[src/rtl/seg_pkg.sv]
package seg_pkg;
  typedef enum logic [3:0] {
    S_IDLE, S_MAP, S_BANK, S_POLL, S_CMD, S_DATA, S_DRAIN, S_STOP, S_UPDATE, S_DONE
  } seg_state_e;

  typedef enum logic [1:0] {
    RES_OK    = 2'd0,
    RES_RANGE = 2'd1,
    RES_FATAL = 2'd2
  } seg_result_e;

  localparam logic [5:0] CMD_RD_MULTI = 6'd18;
  localparam logic [5:0] CMD_WR_MULTI = 6'd25;
  localparam logic [5:0] CMD_STOP     = 6'd12;
  localparam int unsigned BLK_LOG2    = 9;
endpackage

[src/rtl/seg_addr_map.sv]
module seg_addr_map #(
  parameter int unsigned SEC_W       = 32,
  parameter int unsigned BANK_W      = 8,
  parameter bit          BANKED      = 1'b1,
  parameter int unsigned BANK_BLOCKS = 32'h7A7800
) (
  input  logic [SEC_W-1:0]  pos,
  input  logic              hc,
  output logic [BANK_W-1:0] bank,
  output logic [SEC_W-1:0]  offset,
  output logic [SEC_W-1:0]  arg
);
  import seg_pkg::*;

  localparam logic [SEC_W-1:0] SPAN = SEC_W'(BANK_BLOCKS);

  if (BANKED) begin : g_banked
    logic [SEC_W-1:0] quot;
    assign quot   = pos / SPAN;
    assign bank   = BANK_W'(quot);
    assign offset = pos % SPAN;
  end else begin : g_flat
    assign bank   = '0;
    assign offset = pos;
  end

  // sector addressing for high-capacity cards, byte addressing otherwise
  assign arg = hc ? offset : (offset << BLK_LOG2);
endmodule

[src/rtl/seg_chunk_size.sv]
module seg_chunk_size #(
  parameter int unsigned SEC_W       = 32,
  parameter int unsigned CNT_W       = 16,
  parameter int unsigned MAX_CHUNK   = 127,
  parameter bit          BANKED      = 1'b1,
  parameter int unsigned BANK_BLOCKS = 32'h7A7800
) (
  input  logic [CNT_W-1:0] remain,
  input  logic [SEC_W-1:0] offset,
  output logic [CNT_W-1:0] chunk
);
  localparam logic [CNT_W-1:0] CAP = CNT_W'(MAX_CHUNK);

  logic [CNT_W-1:0] capped;
  assign capped = (remain > CAP) ? CAP : remain;

  if (BANKED) begin : g_bank_cut
    logic [SEC_W-1:0] room;
    assign room  = SEC_W'(BANK_BLOCKS) - offset;
    assign chunk = (SEC_W'(capped) > room) ? CNT_W'(room) : capped;
  end else begin : g_no_cut
    logic unused_off;
    assign unused_off = ^offset;
    assign chunk = capped;
  end
endmodule

[src/rtl/seg_retry_ctr.sv]
module seg_retry_ctr #(
  parameter int unsigned MAX_RETRY = 10
) (
  input  logic clk,
  input  logic rst_n,
  input  logic clear,
  input  logic bump,
  output logic exhausted
);
  localparam int unsigned CW = $clog2(MAX_RETRY + 1) + 1;

  logic [CW-1:0] fails;

  always_ff @(posedge clk or negedge rst_n) begin
    if (!rst_n)      fails <= '0;
    else if (clear)  fails <= '0;
    else if (bump)   fails <= fails + 1'b1;
  end

  assign exhausted = (fails == CW'(MAX_RETRY));
endmodule

[src/rtl/xfer_segmenter.sv]
module xfer_segmenter #(
  parameter int unsigned SEC_W       = 32,
  parameter int unsigned CNT_W       = 16,
  parameter int unsigned BANK_W      = 8,
  parameter int unsigned TMR_W       = 32,
  parameter bit          BANKED      = 1'b1,
  parameter int unsigned BANK_BLOCKS = 32'h7A7800,
  parameter int unsigned RESERVED    = 32'h2000,
  parameter int unsigned MAX_CHUNK   = 127,
  parameter int unsigned MAX_RETRY   = 10,
  parameter int unsigned PCLK_HZ     = 62_000_000,
  parameter int unsigned RD_TICKS    = PCLK_HZ / 1000 * 100,
  parameter int unsigned WR_TICKS    = PCLK_HZ / 1000 * 250
) (
  input  logic              clk,
  input  logic              rst_n,
  input  logic              req_valid,
  output logic              req_ready,
  input  logic [SEC_W-1:0]  req_start,
  input  logic [CNT_W-1:0]  req_count,
  input  logic              req_write,
  input  logic              card_hc,
  input  logic [SEC_W-1:0]  card_blocks,
  output logic              done,
  output logic [1:0]        done_code,
  output logic              bsw_valid,
  output logic [BANK_W-1:0] bsw_bank,
  input  logic              bsw_done,
  output logic              poll_valid,
  input  logic              poll_done,
  output logic              cmd_valid,
  output logic [5:0]        cmd_index,
  output logic [SEC_W-1:0]  cmd_arg,
  input  logic              cmd_done,
  output logic              dat_valid,
  output logic [15:0]       dat_len,
  output logic [7:0]        dat_ctrl,
  output logic [TMR_W-1:0]  dat_timer,
  input  logic              dat_end,
  input  logic [4:0]        dat_err,
  input  logic              tx_active
);
  import seg_pkg::*;

  localparam logic [SEC_W-1:0] SKIP = BANKED ? SEC_W'(RESERVED) : '0;
  localparam int unsigned      LEN_W = 16;

  seg_state_e        state;
  logic [SEC_W-1:0]  pos_r;
  logic [CNT_W-1:0]  cnt_r;
  logic [CNT_W-1:0]  chunk_r;
  logic [BANK_W-1:0] bank_r;
  logic [BANK_W-1:0] cur_bank_r;
  logic [SEC_W-1:0]  arg_r;
  logic              wr_r;
  logic              hc_r;
  logic              fail_r;
  logic [1:0]        code_r;

  logic [BANK_W-1:0] map_bank;
  logic [SEC_W-1:0]  map_off;
  logic [SEC_W-1:0]  map_arg;
  logic [CNT_W-1:0]  map_chunk;
  logic              out_of_range;
  logic              retry_clear;
  logic              retry_bump;
  logic              retry_full;

  seg_addr_map #(
    .SEC_W(SEC_W), .BANK_W(BANK_W), .BANKED(BANKED), .BANK_BLOCKS(BANK_BLOCKS)
  ) u_map (
    .pos(pos_r), .hc(hc_r), .bank(map_bank), .offset(map_off), .arg(map_arg)
  );

  seg_chunk_size #(
    .SEC_W(SEC_W), .CNT_W(CNT_W), .MAX_CHUNK(MAX_CHUNK),
    .BANKED(BANKED), .BANK_BLOCKS(BANK_BLOCKS)
  ) u_size (
    .remain(cnt_r), .offset(map_off), .chunk(map_chunk)
  );

  seg_retry_ctr #(.MAX_RETRY(MAX_RETRY)) u_retry (
    .clk(clk), .rst_n(rst_n), .clear(retry_clear), .bump(retry_bump),
    .exhausted(retry_full)
  );

  assign out_of_range = ({1'b0, req_start} + (SEC_W+1)'(req_count)) > {1'b0, card_blocks};

  assign retry_clear = (state == S_IDLE) || (state == S_UPDATE && !fail_r);
  assign retry_bump  = (state == S_UPDATE) && fail_r && !retry_full;

  always_ff @(posedge clk or negedge rst_n) begin
    if (!rst_n) begin
      state      <= S_IDLE;
      pos_r      <= '0;
      cnt_r      <= '0;
      chunk_r    <= '0;
      bank_r     <= '0;
      cur_bank_r <= '0;
      arg_r      <= '0;
      wr_r       <= 1'b0;
      hc_r       <= 1'b0;
      fail_r     <= 1'b0;
      code_r     <= RES_OK;
    end else begin
      unique case (state)
        S_IDLE: if (req_valid) begin
          pos_r <= req_start + SKIP;
          cnt_r <= req_count;
          wr_r  <= req_write;
          hc_r  <= card_hc;
          if (out_of_range) begin
            code_r <= RES_RANGE;
            state  <= S_DONE;
          end else if (req_count == '0) begin
            code_r <= RES_OK;
            state  <= S_DONE;
          end else begin
            state <= S_MAP;
          end
        end
        S_MAP: begin
          bank_r  <= map_bank;
          chunk_r <= map_chunk;
          arg_r   <= map_arg;
          state   <= (BANKED && map_bank != cur_bank_r) ? S_BANK : S_POLL;
        end
        S_BANK: if (bsw_done) begin
          cur_bank_r <= bank_r;
          state      <= S_POLL;
        end
        S_POLL:  if (poll_done) state <= S_CMD;
        S_CMD:   if (cmd_done)  state <= S_DATA;
        S_DATA: if (dat_end) begin
          fail_r <= |dat_err;
          state  <= S_DRAIN;
        end
        S_DRAIN: if (!tx_active) state <= S_STOP;
        S_STOP:  if (cmd_done)   state <= S_UPDATE;
        S_UPDATE: begin
          if (!fail_r) begin
            pos_r <= pos_r + SEC_W'(chunk_r);
            cnt_r <= cnt_r - chunk_r;
            if (cnt_r == chunk_r) begin
              code_r <= RES_OK;
              state  <= S_DONE;
            end else begin
              state <= S_MAP;
            end
          end else if (retry_full) begin
            code_r <= RES_FATAL;
            state  <= S_DONE;
          end else begin
            state <= S_MAP;
          end
        end
        S_DONE:  state <= S_IDLE;
        default: state <= S_IDLE;
      endcase
    end
  end

  assign req_ready  = (state == S_IDLE);
  assign done       = (state == S_DONE);
  assign done_code  = code_r;

  assign bsw_valid  = (state == S_BANK);
  assign bsw_bank   = bank_r;
  assign poll_valid = (state == S_POLL);

  assign cmd_valid  = (state == S_CMD) || (state == S_STOP);
  assign cmd_index  = (state == S_STOP) ? CMD_STOP : (wr_r ? CMD_WR_MULTI : CMD_RD_MULTI);
  assign cmd_arg    = (state == S_STOP) ? '0 : arg_r;

  assign dat_valid  = (state == S_DATA);
  assign dat_len    = LEN_W'({chunk_r, {BLK_LOG2{1'b0}}});
  assign dat_ctrl   = {4'(BLK_LOG2), 1'b1, 1'b0, ~wr_r, 1'b1};
  assign dat_timer  = wr_r ? TMR_W'(WR_TICKS) : TMR_W'(RD_TICKS);
endmodule

[config.mk]
export PLATFORM = sky130hd
export DESIGN_NAME = xfer_segmenter
export DESIGN_NICKNAME = d
export VERILOG_FILES = /design/src/rtl/seg_pkg.sv /design/src/rtl/seg_addr_map.sv /design/src/rtl/seg_chunk_size.sv /design/src/rtl/seg_retry_ctr.sv /design/src/rtl/xfer_segmenter.sv
export SDC_FILE = /design/constraint.sdc
export NUM_CORES = 1
export LEC_CHECK = 0
export CAP_MARGIN = 20
export CORE_ASPECT_RATIO = 0.9
export CORE_MARGIN = 1.5
export CORE_UTILIZATION = 65
export CTS_CLUSTER_SIZE = 16
export DETAILED_ROUTE_END_ITERATION = 8
export DONT_BUFFER_PORTS = 1
export HOLD_SLACK_MARGIN = 0.08
export PLACE_DENSITY = 0.79
export SYNTH_ARGS = -nofsm -noshare
export SYNTH_HDL_FRONTEND = slang
export SYNTH_SLANG_ARGS = --single-unit
[constraint.sdc]
create_clock -name clk -period 35.3 [get_ports clk]
set_input_delay 1.765 -clock clk [delete_from_list [all_inputs] [get_ports clk]]
set_output_delay 1.765 -clock clk [all_outputs]
set_load 0.005 [all_outputs]
==> out/qor.json <==
{
  "timing.final.max_slew_violations": 0,
  "placed_cells": 2239,
  "holdCritPathClass": "flop to flop",
  "drt_first_iter_violations": 1527,
  "yosys_warnings": 0,
  "tritoncts.num_buffers": 17,
  "mappedNetlistArea_mm2": 0.0158,
  "grt_most_used_layer": "met2",
  "antenna_cells": 0,
  "synthFlopType": "sky130_fd_sc_hd__dfrtp_1",
  "grt_util_met1_pct": 49.4,
  "firstDrtPassIters": 6,
  "synth_mux_area_share_pct": 4.05,
  "synthXorXnorAreaFrac_pct": 9.08,
  "first_pass_grt_wire_length_um": 74200,
  "final_hold_viol_count": 0,
  "ys_types": 130,
  "synth_compound_area_share_pct": 28.8,
  "clock_tree_sinks": 126,
  "report.final.setup_viol": 0,
  "finalClockSkew_ps": 17.0,
  "final_cells": 2271,
  "fin_tns_setup_ps": 0,
  "grt_setup_unrepaired": "no",
  "ctsHtreeMaxLevel": 4,
  "post_cts.resized_instances": 0,
  "number_of_global_route_vias_before_repair": 13844,
  "fp.dieW_um": 167,
  "clk-insertion-delay-late_ps": 440,
  "criticalPathCategory": "flop to flop",
  "synthArstFlopShare_pct": 100,
  "min_period_over_period_pct": 40.9,
  "route.detailed.wl_per_inst_um": 20.4,
  "path_max_fanout": 16,
  "routed_wl_um": 46300,
  "grt.overflow.total": 0,
  "timing.final.crit_period_ps": 14450,
  "post-route-drc-count": 0,
  "antenna_violating_nets_post_route": 0,
  "post-cts-setup-buffers": 0,
  "core_region_area_mm2": 0.0236,
  "start_kind": "flop",
  "drive_gt1_share_pct": 9.09,
  "gp_congestion": 0.958,
  "gr-usage-met3_pct": 5.67,
  "synth_simple_gate_area_share_pct": 21.6,
  "clockRootBuffer": "sky130_fd_sc_hd__clkbuf_16",
  "die_y_um": 151,
  "portBuffers": 0,
  "syn_area_per_cell_um2": 7.80,
  "worst_endpoint_required_time_ps": 35630,
  "cp_data_arrival_time_ps": 14770,
  "std_cell_rows": 53,
  "global_route.usage.met2_pct": 60.1,
  "critical-path-top-cell-by-count": "sky130_fd_sc_hd__o21ai_2",
  "crit_path_top_delay_cell": "sky130_fd_sc_hd__o21ai_1",
  "clock.fmax_ghz": 0.0692,
  "preCtsSetupSlack_ps": 21030,
  "ctsLongestPathBuffers": 2,
  "grt_max_degree": 127,
  "tritoncts": "built",
  "post_synth_inst_count": 2025,
  "synth_enable_flop_cells": 0,
  "final_worst_slack_ps": 20850,
  "areaGrowthSynthToFinish_pct": 2.88,
  "drt-vias-per-instance": 6.61,
  "clk_pin_slew_ps": 70,
  "layout.nets": 2153,
  "worstSetupEndpointType": "flop",
  "number_of_antenna_violations_at_the_first_check_in_global_routing": 0,
  "start_util_pct": 66.9,
  "synth.yosys.seq_area_share_pct": 20.0,
  "max_slew_margin_pct": 32.0,
  "worst_pin_slew_ps": 1010,
  "fillCellCount": 2011,
  "die_area_mm2": 0.0252,
  "critPathMaxStageDelay_ps": 690,
  "boundaryPins": 205,
  "holdBufCountCts": 0,
  "synthAdderAreaFrac_pct": 9.01,
  "detailed_place_hpwl_um": 35700,
  "synth_top_family_by_area": "compound AO/OA/AOI/OAI gates",
  "drv.max_cap_violation_count": 0,
  "track_usage_pct": 36.6,
  "via_count": 15016,
  "ys_ff_latch": 126,
  "status": "finished, final reports clean"
}
## worst max-delay path: cells and delay by family (launching register included)
| family | cells | cell delay [ps] |
|---|---|---|
| flip-flops | 1 | 550 |
| buffers and inverters | 1 | 60 |
| AND/OR/NAND/NOR | 12 | 3870 |
| XOR/XNOR | 2 | 520 |
| AO/OA/AOI/OAI | 23 | 6430 |
| multiplexers | 6 | 2330 |
| adder cells (fa/ha/maj) | 2 | 570 |
## layer usage
layer,vias up,share of wire [%]
met1,7173,44
met4,0,2.9
met5,-,0
met3,106,6.9
li1,7134,-
met2,603,46
## cells in the mapped netlist, drive strengths merged, types with 35 or more instances
master	count	area share [%]
a21o	54	2.6
a21oi	170	5.6
and2	47	1.9
buf	73	3.3
clkbuf	69	1.6
dfrtp	126	20
ha	99	7.8
inv	101	2.4
nand2	192	4.6
nand3	56	1.8
nand4	37	1.5
nor2	167	4.0
nor3	49	1.7
o21ai	153	5.4
xnor2	118	7.0
xor2	35	2.0
## through the flow
stage               instance area, um2  hold WS [ps]  utilization (%)
floorplan                        16000           440                -
global placement                 15600           460             66.1
detailed placement               15600           459             66.1
CTS                              16200           474             68.8
global route                     16200           494             68.8
finish                           16200           474             68.8
## final timing paths
check,from,end,slack [ps],cells past startpoint
setup / recovery,pos_r[13]$_DFFE_PN0P_,chunk_r[0]$_DFFE_PN0P_,20850,46
hold / removal,arg_r[28]$_DFFE_PN0P_,arg_r[28]$_DFFE_PN0P_,470,2
setup reg to reg,pos_r[13]$_DFFE_PN0P_,chunk_r[0]$_DFFE_PN0P_,20850,46
hold reg to reg,arg_r[28]$_DFFE_PN0P_,arg_r[28]$_DFFE_PN0P_,470,2
max in group asynchronous,rst_n,cur_bank_r[5]$_DFFE_PN0P_,34030,0
min in group asynchronous,rst_n,cnt_r[5]$_DFFE_PN0P_,1020,0
## sequential cells by signal (all words and copies together) (netlist names)
register       count
bsw_bank           8
hc_r               1
cur_bank_r         8
fail_r             1
u_retry.fails      5
pos_r             32
done_code          2
wr_r               1
arg_r             32
state              4
cnt_r             16
chunk_r           16
## placed cells by master (no fill, tap or decap), types with 9 or more instances in the layout
master                      count
sky130_fd_sc_hd__a211oi_1      21
sky130_fd_sc_hd__and2_1        47
sky130_fd_sc_hd__nand3_1       55
sky130_fd_sc_hd__xnor2_1      109
sky130_fd_sc_hd__nor2_1       164
sky130_fd_sc_hd__xor2_1        33
sky130_fd_sc_hd__ha_1          99
sky130_fd_sc_hd__o31ai_1       22
sky130_fd_sc_hd__conb_1        51
sky130_fd_sc_hd__dfrtp_1      126
sky130_fd_sc_hd__nand2_1      191
sky130_fd_sc_hd__and3_1        16
sky130_fd_sc_hd__clkbuf_16     17
sky130_fd_sc_hd__nor3_1        45
sky130_fd_sc_hd__mux2_2        28
sky130_fd_sc_hd__a21oi_1      162
sky130_fd_sc_hd__a31oi_1       24
sky130_fd_sc_hd__o21ai_2       14
sky130_fd_sc_hd__a21o_1        54
sky130_fd_sc_hd__o21ai_0      112
sky130_fd_sc_hd__o211ai_1      14
sky130_fd_sc_hd__o22ai_1       18
sky130_fd_sc_hd__inv_1        101
sky130_fd_sc_hd__mux2i_1       23
sky130_fd_sc_hd__nand4_1       35
sky130_fd_sc_hd__o21a_1        20
sky130_fd_sc_hd__o21ai_1       23
sky130_fd_sc_hd__a22oi_1       12
sky130_fd_sc_hd__maj3_1         9
sky130_fd_sc_hd__nor4_1        15
sky130_fd_sc_hd__or3_1         13
sky130_fd_sc_hd__nor2b_1       20
sky130_fd_sc_hd__nand2b_1      18
sky130_fd_sc_hd__o21bai_1      26
## cell families after synthesis
family / Yosys count
other: 2
muxes: 57
and+or+nand+nor: 682
buffers and inverters: 245
DFF: 126
adders and majority gates: 114
AOI/OAI and AO/OA: 646
xor gates and xnor gates: 153
## final cells by class
cell class	count	area [um2]	share of cell area, %
clock buffers	17	425	2.62
flip-flops and latches	126	3150	19.4
inverters	103	387	2.38
clock inverters	15	199	1.22
well taps	302	378	2.33
repair buffers	5	37.5	0.231
multi-input cells	1703	11700	71.8
Power is left out: the tool's default activity adds up to more than one toggle a clock period on the data nets, which glitch-free logic cannot reach.
